**src/rtl/pfw_pkg.sv**
```systemverilog
package pfw_pkg;
   typedef enum logic [1:0] {
      OP_NONE  = 2'b00,
      OP_SETUP = 2'b01,
      OP_START = 2'b10,
      OP_IDLE  = 2'b11
   } pfw_op_e;
endpackage

```
**src/rtl/pfw_desc_table.sv**
```systemverilog
module pfw_desc_table #(
   parameter int ADDR_W         = 32,
   parameter int CNT_W          = 16,
   parameter int NUM_ARR        = 4,
   parameter int WORDS_PER_LINE = 8,
   parameter int BYTES_PER_WORD = 4
) (
   input  logic              clk,
   input  logic              rst,
   input  logic              setup_stb,
   input  logic              started,
   input  logic [ADDR_W-1:0] base,
   input  logic [CNT_W-1:0]  elems,
   input  logic              issue_fire,
   output logic              setup_acc,
   output logic [CNT_W-1:0]  setup_lines,
   output logic              any_pending,
   output logic [ADDR_W-1:0] req_addr
);
   localparam int LINE_BYTES = WORDS_PER_LINE * BYTES_PER_WORD;
   localparam int OFFS       = $clog2(LINE_BYTES);
   localparam int WSH        = $clog2(WORDS_PER_LINE);
   localparam int SEL_W      = $clog2(NUM_ARR);
   localparam int FILL_W     = $clog2(NUM_ARR + 1);

   generate
      if (NUM_ARR < 2) begin : g_bad_num
         $error("pfw_desc_table: NUM_ARR must be at least 2");
      end
      if ((1 << WSH) != WORDS_PER_LINE) begin : g_bad_words
         $error("pfw_desc_table: WORDS_PER_LINE must be a power of two");
      end
      if ((1 << OFFS) != LINE_BYTES) begin : g_bad_line
         $error("pfw_desc_table: line size must be a power of two");
      end
   endgenerate

   logic [FILL_W-1:0] fill_cnt;
   logic [SEL_W-1:0]  rr_q;
   logic [SEL_W-1:0]  sel;
   logic              found;
   logic [NUM_ARR-1:0] pend;
   logic [ADDR_W-1:0] cur_addr [NUM_ARR];
   logic [CNT_W:0]    round_up;

   assign round_up    = {1'b0, elems} + (CNT_W + 1)'(WORDS_PER_LINE - 1);
   assign setup_lines = CNT_W'(round_up >> WSH);
   assign setup_acc   = setup_stb && !started && (fill_cnt < FILL_W'(NUM_ARR));

   always_ff @(posedge clk) begin
      if (rst) fill_cnt <= '0;
      else if (setup_acc) fill_cnt <= fill_cnt + 1'b1;
   end

   genvar gi;
   generate
      for (gi = 0; gi < NUM_ARR; gi++) begin : g_slot
         logic [ADDR_W-1:0] addr_q;
         logic [CNT_W-1:0]  left_q;
         always_ff @(posedge clk) begin
            if (rst) begin
               addr_q <= '0;
               left_q <= '0;
            end else if (setup_acc && (fill_cnt == FILL_W'(gi))) begin
               addr_q <= {base[ADDR_W-1:OFFS], {OFFS{1'b0}}};
               left_q <= setup_lines;
            end else if (issue_fire && (sel == SEL_W'(gi))) begin
               addr_q <= addr_q + ADDR_W'(LINE_BYTES);
               left_q <= left_q - 1'b1;
            end
         end
         assign pend[gi]     = (left_q != '0);
         assign cur_addr[gi] = addr_q;
      end
   endgenerate

   always_comb begin
      int idx;
      sel   = rr_q;
      found = 1'b0;
      for (int k = 0; k < NUM_ARR; k++) begin
         idx = int'(rr_q) + k;
         if (idx >= NUM_ARR) idx = idx - NUM_ARR;
         if (!found && pend[idx]) begin
            found = 1'b1;
            sel   = SEL_W'(idx);
         end
      end
   end

   assign any_pending = found;
   assign req_addr    = cur_addr[sel];

   always_ff @(posedge clk) begin
      if (rst) rr_q <= '0;
      else if (issue_fire) rr_q <= (sel == SEL_W'(NUM_ARR - 1)) ? '0 : sel + 1'b1;
   end

   AST_ADDR_LINE_ALIGNED: assert property (@(posedge clk) disable iff (rst)
      any_pending |-> (req_addr[OFFS-1:0] == '0));
   AST_TABLE_FROZEN: assert property (@(posedge clk) disable iff (rst)
      started |=> $stable(fill_cnt));
endmodule

```
**src/rtl/pfw_line_counter.sv**
```systemverilog
module pfw_line_counter #(
   parameter int CNT_W     = 16,
   parameter int LEFT_W    = 18,
   parameter int MAX_OUTST = 4
) (
   input  logic              clk,
   input  logic              rst,
   input  logic              started,
   input  logic              add_stb,
   input  logic [CNT_W-1:0]  add_lines,
   input  logic              issue_fire,
   input  logic              rsp,
   output logic [LEFT_W-1:0] lines_left,
   output logic              can_issue,
   output logic              done
);
   localparam int OUT_W = $clog2(MAX_OUTST + 1);

   generate
      if (MAX_OUTST < 1) begin : g_bad_outst
         $error("pfw_line_counter: MAX_OUTST must be at least 1");
      end
      if (LEFT_W < CNT_W) begin : g_bad_left
         $error("pfw_line_counter: LEFT_W narrower than CNT_W");
      end
   endgenerate

   logic [OUT_W-1:0] outst;

   always_ff @(posedge clk) begin
      if (rst) begin
         lines_left <= '0;
         outst      <= '0;
      end else begin
         lines_left <= lines_left + (add_stb ? LEFT_W'(add_lines) : '0)
                       - LEFT_W'(rsp);
         outst      <= outst + OUT_W'(issue_fire) - OUT_W'(rsp);
      end
   end

   assign can_issue = (outst < OUT_W'(MAX_OUTST));
   assign done      = started && (lines_left == '0) && (outst == '0);

   AST_OUTST_LIMIT: assert property (@(posedge clk) disable iff (rst)
      outst <= OUT_W'(MAX_OUTST));
   AST_LEFT_COVERS_OUTST: assert property (@(posedge clk) disable iff (rst)
      LEFT_W'(outst) <= lines_left);
   AST_DONE_STICKY: assert property (@(posedge clk) disable iff (rst)
      done |=> done);
endmodule

```
**src/rtl/pfw_wake_ctrl.sv**
```systemverilog
module pfw_wake_ctrl #(
   parameter int CNT_W  = 16,
   parameter int LEFT_W = 18
) (
   input  logic              clk,
   input  logic              rst,
   input  logic              idle_stb,
   input  logic [CNT_W-1:0]  thresh,
   input  logic [LEFT_W-1:0] lines_left,
   input  logic              rsp,
   output logic              sleep
);
   logic [CNT_W-1:0] wake_cnt;
   logic [CNT_W-1:0] load_val;
   logic             accept;

   assign accept   = idle_stb && !sleep && (thresh != '0)
                     && (LEFT_W'(thresh) <= lines_left);
   assign load_val = thresh - CNT_W'(rsp);

   always_ff @(posedge clk) begin
      if (rst) begin
         sleep    <= 1'b0;
         wake_cnt <= '0;
      end else if (accept) begin
         sleep    <= (load_val != '0);
         wake_cnt <= load_val;
      end else if (sleep && rsp) begin
         wake_cnt <= wake_cnt - 1'b1;
         if (wake_cnt == CNT_W'(1)) sleep <= 1'b0;
      end
   end

   AST_WAKE_REACHABLE: assert property (@(posedge clk) disable iff (rst)
      sleep |-> (wake_cnt != '0) && (LEFT_W'(wake_cnt) <= lines_left));
   AST_WAKE_ON_LAST: assert property (@(posedge clk) disable iff (rst)
      (sleep && rsp && (wake_cnt == CNT_W'(1))) |=> !sleep);
   AST_REFUSE_EXCESS: assert property (@(posedge clk) disable iff (rst)
      (idle_stb && !sleep && (LEFT_W'(thresh) > lines_left)) |=> !sleep);
endmodule

```
**src/rtl/stream_prefetch_wake.sv**
```systemverilog
module stream_prefetch_wake #(
   parameter int ADDR_W         = 32,
   parameter int CNT_W          = 16,
   parameter int NUM_ARR        = 4,
   parameter int MAX_OUTST      = 4,
   parameter int WORDS_PER_LINE = 8,
   parameter int BYTES_PER_WORD = 4,
   localparam int LEFT_W        = CNT_W + $clog2(NUM_ARR)
) (
   input  logic              clk,
   input  logic              rst,
   input  logic              cmd_valid,
   input  logic [1:0]        cmd_op,
   input  logic [ADDR_W-1:0] cmd_base,
   input  logic [CNT_W-1:0]  cmd_arg,
   output logic              mem_req_valid,
   input  logic              mem_req_ready,
   output logic [ADDR_W-1:0] mem_req_addr,
   input  logic              mem_rsp_valid,
   output logic              proc_sleep,
   output logic [LEFT_W-1:0] lines_left,
   output logic              done
);
   import pfw_pkg::*;

   logic             started;
   logic             setup_stb, idle_stb;
   logic             setup_acc;
   logic [CNT_W-1:0] setup_lines;
   logic             any_pending;
   logic             can_issue;
   logic             issue_fire;

   assign setup_stb = cmd_valid && (cmd_op == OP_SETUP);
   assign idle_stb  = cmd_valid && (cmd_op == OP_IDLE);

   always_ff @(posedge clk) begin
      if (rst) started <= 1'b0;
      else if (cmd_valid && (cmd_op == OP_START)) started <= 1'b1;
   end

   assign mem_req_valid = started && any_pending && can_issue;
   assign issue_fire    = mem_req_valid && mem_req_ready;

   pfw_desc_table #(
      .ADDR_W(ADDR_W), .CNT_W(CNT_W), .NUM_ARR(NUM_ARR),
      .WORDS_PER_LINE(WORDS_PER_LINE), .BYTES_PER_WORD(BYTES_PER_WORD)
   ) u_table (
      .clk(clk), .rst(rst), .setup_stb(setup_stb), .started(started),
      .base(cmd_base), .elems(cmd_arg), .issue_fire(issue_fire),
      .setup_acc(setup_acc), .setup_lines(setup_lines),
      .any_pending(any_pending), .req_addr(mem_req_addr)
   );

   pfw_line_counter #(
      .CNT_W(CNT_W), .LEFT_W(LEFT_W), .MAX_OUTST(MAX_OUTST)
   ) u_count (
      .clk(clk), .rst(rst), .started(started), .add_stb(setup_acc),
      .add_lines(setup_lines), .issue_fire(issue_fire), .rsp(mem_rsp_valid),
      .lines_left(lines_left), .can_issue(can_issue), .done(done)
   );

   pfw_wake_ctrl #(
      .CNT_W(CNT_W), .LEFT_W(LEFT_W)
   ) u_wake (
      .clk(clk), .rst(rst), .idle_stb(idle_stb), .thresh(cmd_arg),
      .lines_left(lines_left), .rsp(mem_rsp_valid), .sleep(proc_sleep)
   );

   AST_REQ_HELD: assert property (@(posedge clk) disable iff (rst)
      (mem_req_valid && !mem_req_ready) |=> mem_req_valid && $stable(mem_req_addr));
   AST_REQ_HAS_LINES: assert property (@(posedge clk) disable iff (rst)
      mem_req_valid |-> (lines_left != '0));
endmodule

```
**config.mk**
```make
export PLATFORM = sky130hd
export DESIGN_NAME = stream_prefetch_wake
export DESIGN_NICKNAME = d
export VERILOG_FILES = /design/src/rtl/pfw_pkg.sv /design/src/rtl/pfw_desc_table.sv /design/src/rtl/pfw_line_counter.sv /design/src/rtl/pfw_wake_ctrl.sv /design/src/rtl/stream_prefetch_wake.sv
export SDC_FILE = /design/constraint.sdc
export NUM_CORES = 1
export LEC_CHECK = 0
export BUFFER_PORTS_ARGS = -buffer_cell sky130_fd_sc_hd__buf_2
export CAP_MARGIN = 20
export CORE_MARGIN = 1
export CORE_UTILIZATION = 50
export DETAILED_ROUTE_END_ITERATION = 10
export GPL_ROUTABILITY_DRIVEN = 0
export MAX_ROUTING_LAYER = met4
export PLACE_DENSITY = 0.71
export SLEW_MARGIN = 0
export SYNTH_ARGS = -nofsm -noshare
export SYNTH_HDL_FRONTEND = slang
export SYNTH_SLANG_ARGS = --single-unit
export TNS_END_PERCENT = 30
```
**constraint.sdc**
```tcl
create_clock -name clk -period 4.4 [get_ports clk]
set_clock_uncertainty 0.2 [all_clocks]
set_input_delay 0.22 -clock clk [delete_from_list [all_inputs] [get_ports clk]]
set_output_delay 0.22 -clock clk [all_outputs]
set_load 0.03 [all_outputs]
```
==> out/metrics.yaml <==
fin_util_pct: 59.07
hp-class: "input port to register"
grt_max_degree: 98
area_growth_pct: 15.80
cts.sinks: 216
timing.rr.end: "u_table.g_slot[3].left_q[15]"
power_frac_seq_pct: 33.6
die_height_um: 170.6
p_clk_share_pct: 34.4
top_usage_layer: "met2"
fillers: 2513
critPathBufInv: 2
grt-ovfl-total: 0
critPathTopFamily: "simple AND/OR/NAND/NOR gates"
crit_top_cell: "mux2i_1"
finalCritPeriodShare_pct: 97.76
async_reset_ff_share_pct: 0
dp_hpwl_um: 27120
start_util_pct: 51.01
clkTransAtPathRegs_ps: 60
status: "finished clean"
end_kind: "primary output"
row_count: 61
vias_per_cell: 5.887
syn_inst: 1736
finalMaxSlewViolations: 0
whs_endpoint: "u_wake.wake_cnt[4]"
cts_tree: "built"
cts_inserted_buffers: 26
cts_setup_buffers: 0
cts-root-buf: "clkbuf_16"
rsz0062_at_grt: "false"
fin_cells: 2237
h-tree-depth: 1
tightest_slew_ps: 1116
final_common_cell: "nor2_1"
yosys_warnings: 0
vias: 13170
pwr-share-comb_pct: 32.0
antenna_cells: 0
r2r_cells: 12
fin_nets: 1972
arrival_ps: 3880
switching_share_pct: 34.20
grt_pass1_wl_um: 64190
tns_ps: 0
crit_fanout: 41
layout_common_cells: "nor2_1, dfxtp_1, a211oi_1"
portBuffers: 97
grt_use_total_pct: 28.00
worstSetupPathType: "register to primary output"
cts_buffer_depth: 3
cp.required_ps: 3980
drc: 0
core_area_mm2: 0.02786
drv_cap: 0
period_needed_ps: 4301
first_pass_iters: 5
yosysSeqAreaShare_pct: 30.43
synth-seq-cells: 216
ios: 108
p_int_w: 0.004337
dpl.cell_count: 2149
synth-edff-count: 0
synth_area_per_cell_um2: 8.186
whs_path_depth: 4
synthFlopType: "dfxtp_1"
grtUsageMet1_pct: 38.51
cp-start-kind: "register"
totalWireLength_um: 39450
hold_viol_final: 0
r2r_slack_ps: 270
grtUsageMet3_pct: 3.400
globalRouteMet2Util_pct: 41.92
setup-violations-final: 0
min-delay-start: "cmd_arg[4]"
max-vdd-ir-drop_mv: 0.3675
die_x_um: 170.6
layout-drive-gt1-share_pct: 11.46
r2r_start: "u_table.g_slot[2].left_q[2]"
drt_iter0_markers: 1147
insertion_delay_ps: 550
antenna_found_initial: 0
yosys.cell_types.count: 63
ant_nets: 0
fmax_ghz: 0.2325
worst_path_max_delay_cell: "or4_1"
crit_chain: "or4_1 > nor4b_1 > and2_1 > a21oi_1 > o22ai_4 > clkbuf_8 > mux2i_1 > mux2i_1 > buf_2"
p_switching_w: 0.002254
syn-cell-area_mm2: 0.01421
total_leakage_power_nw: 6.141
grt_pass1_vias: 12420
wl_per_cell_um: 17.63
slew_headroom_pct: 25.58
dieArea_mm2: 0.02910
critical-path-max-stage-delay_ps: 600
power_density_mw_per_mm2: 400.6
## worst min-delay path: stages
cell and delay [ps]:
buf_2 160, o31a_1 120, nor2_1 140, a211oi_1 90
## state kept, by name, summed over array words and instances (netlist names)
signal,flops
u_wake.sleep,1
u_table.fill_cnt,3
u_count.lines_left,18
u_wake.wake_cnt,16
u_count.outst,3
u_table.rr_q,2
started,1
u_table.g_slot.addr_q,108
u_table.g_slot.left_q,64
## timing repair
| action | in CTS | in global routing |
|---|---|---|
| endpoints found under the hold margin | 139 | 0 |
| setup endpoints to repair | 1 | 5 |
| gates resized for setup | 1 | 5 |
| hold buffers | 42 | 0 |
## logic make-up after synthesis
group / Yosys count / share of synthesized area [%]
compound gates: 295 / 15.18
xor+xnor: 199 / 12.26
fa+ha+maj: 75 / 6.709
buf+inv: 202 / 5.741
flops: 216 / 30.43
mux: 91 / 6.427
other cells: 1 / 0.02639
simple gates: 657 / 23.23
## layout make-up
type	count	area [um2]	share of cell area (%)
clock buffers	39	749.5	4.554
clock inverters	6	141.4	0.8592
inverters	93	349.1	2.121
multi-input cells	1322	9156	55.64
flip-flops and latches	216	4324	26.28
well taps	378	473.0	2.874
repair buffers	183	1262	7.672
## through the flow
stage / power, W / cell area (um2) / hold WS, ps / worst slack (ps)
final: 0.006592 / 16460 / 48.75 / 98.58
after global routing: 0.006943 / 16460 / 79.47 / 15.37
after CTS: 0.006597 / 16430 / 28.60 / 109.5
after detailed placement: 0.004289 / 15110 / 258.9 / 286.2
after global placement: 0.004256 / 15110 / 256.7 / 302.1
after floorplan: 0.003785 / 14230 / 170.4 / 1.081
## cells in the mapped netlist, types with 13 or more instances
library cell  instances  area [um2]
a211oi_1            156        1171
a21oi_1              34       170.2
a311oi_1             16       140.1
and2_1               13       81.33
and3_1               21       131.4
and4_1               13       113.9
buf_2                16       80.08
clkbuf_1             77       289.0
dfxtp_1             216        4324
ha_1                 73       913.4
inv_1                93       349.1
mux2i_1              89       890.9
nand2_1              96       360.4
nand3_1              62       310.3
nand4_1              42       262.8
nor2_1              228       855.8
nor3_1               51       255.2
nor4_1               38       237.7
o21ai_0              25       125.1
or3_1                17       106.4
or4_1                13       97.59
xnor2_1              81       709.4
xor2_1              118        1033
## worst max-delay path by stage
| stage | cells past startpoint | to | slack (ps) | startpoint |
|---|---|---|---|---|
| floorplan | 15 | u_table.g_slot[3].addr_q[14] | 1 | u_table.g_slot[2].left_q[2] |
| global placement | 13 | u_table.g_slot[0].addr_q[15] | 300 | u_table.g_slot[3].left_q[10] |
| detailed placement | 13 | u_table.g_slot[3].addr_q[12] | 290 | u_table.g_slot[2].left_q[2] |
| CTS | 9 | mem_req_addr[31] | 110 | u_table.g_slot[2].left_q[2] |
| global route | 9 | mem_req_addr[31] | 20 | u_table.g_slot[1].left_q[2] |
| finish | 9 | mem_req_addr[31] | 100 | u_table.g_slot[1].left_q[2] |
## power by group through the flow
stage | Combinational (W) | Clock, W | Sequential [W]
finish | 0.00211 | 0.00227 | 0.00222
global route | 0.00233 | 0.00238 | 0.00223
CTS | 0.00209 | 0.00230 | 0.00221
detailed placement | 0.00204 | 0 | 0.00225
global placement | 0.00200 | 0 | 0.00225
floorplan | 0.00143 | 0 | 0.00235
## metal layers
layer | share of wire, % | up-vias
met1 | 47 | 6222
met5 | 0 | -
met4 | 3.3 | 0
met3 | 5.5 | 92
met2 | 44 | 403
li1 | - | 6453
No activity file was read; power rests on OpenSTA's default activity.
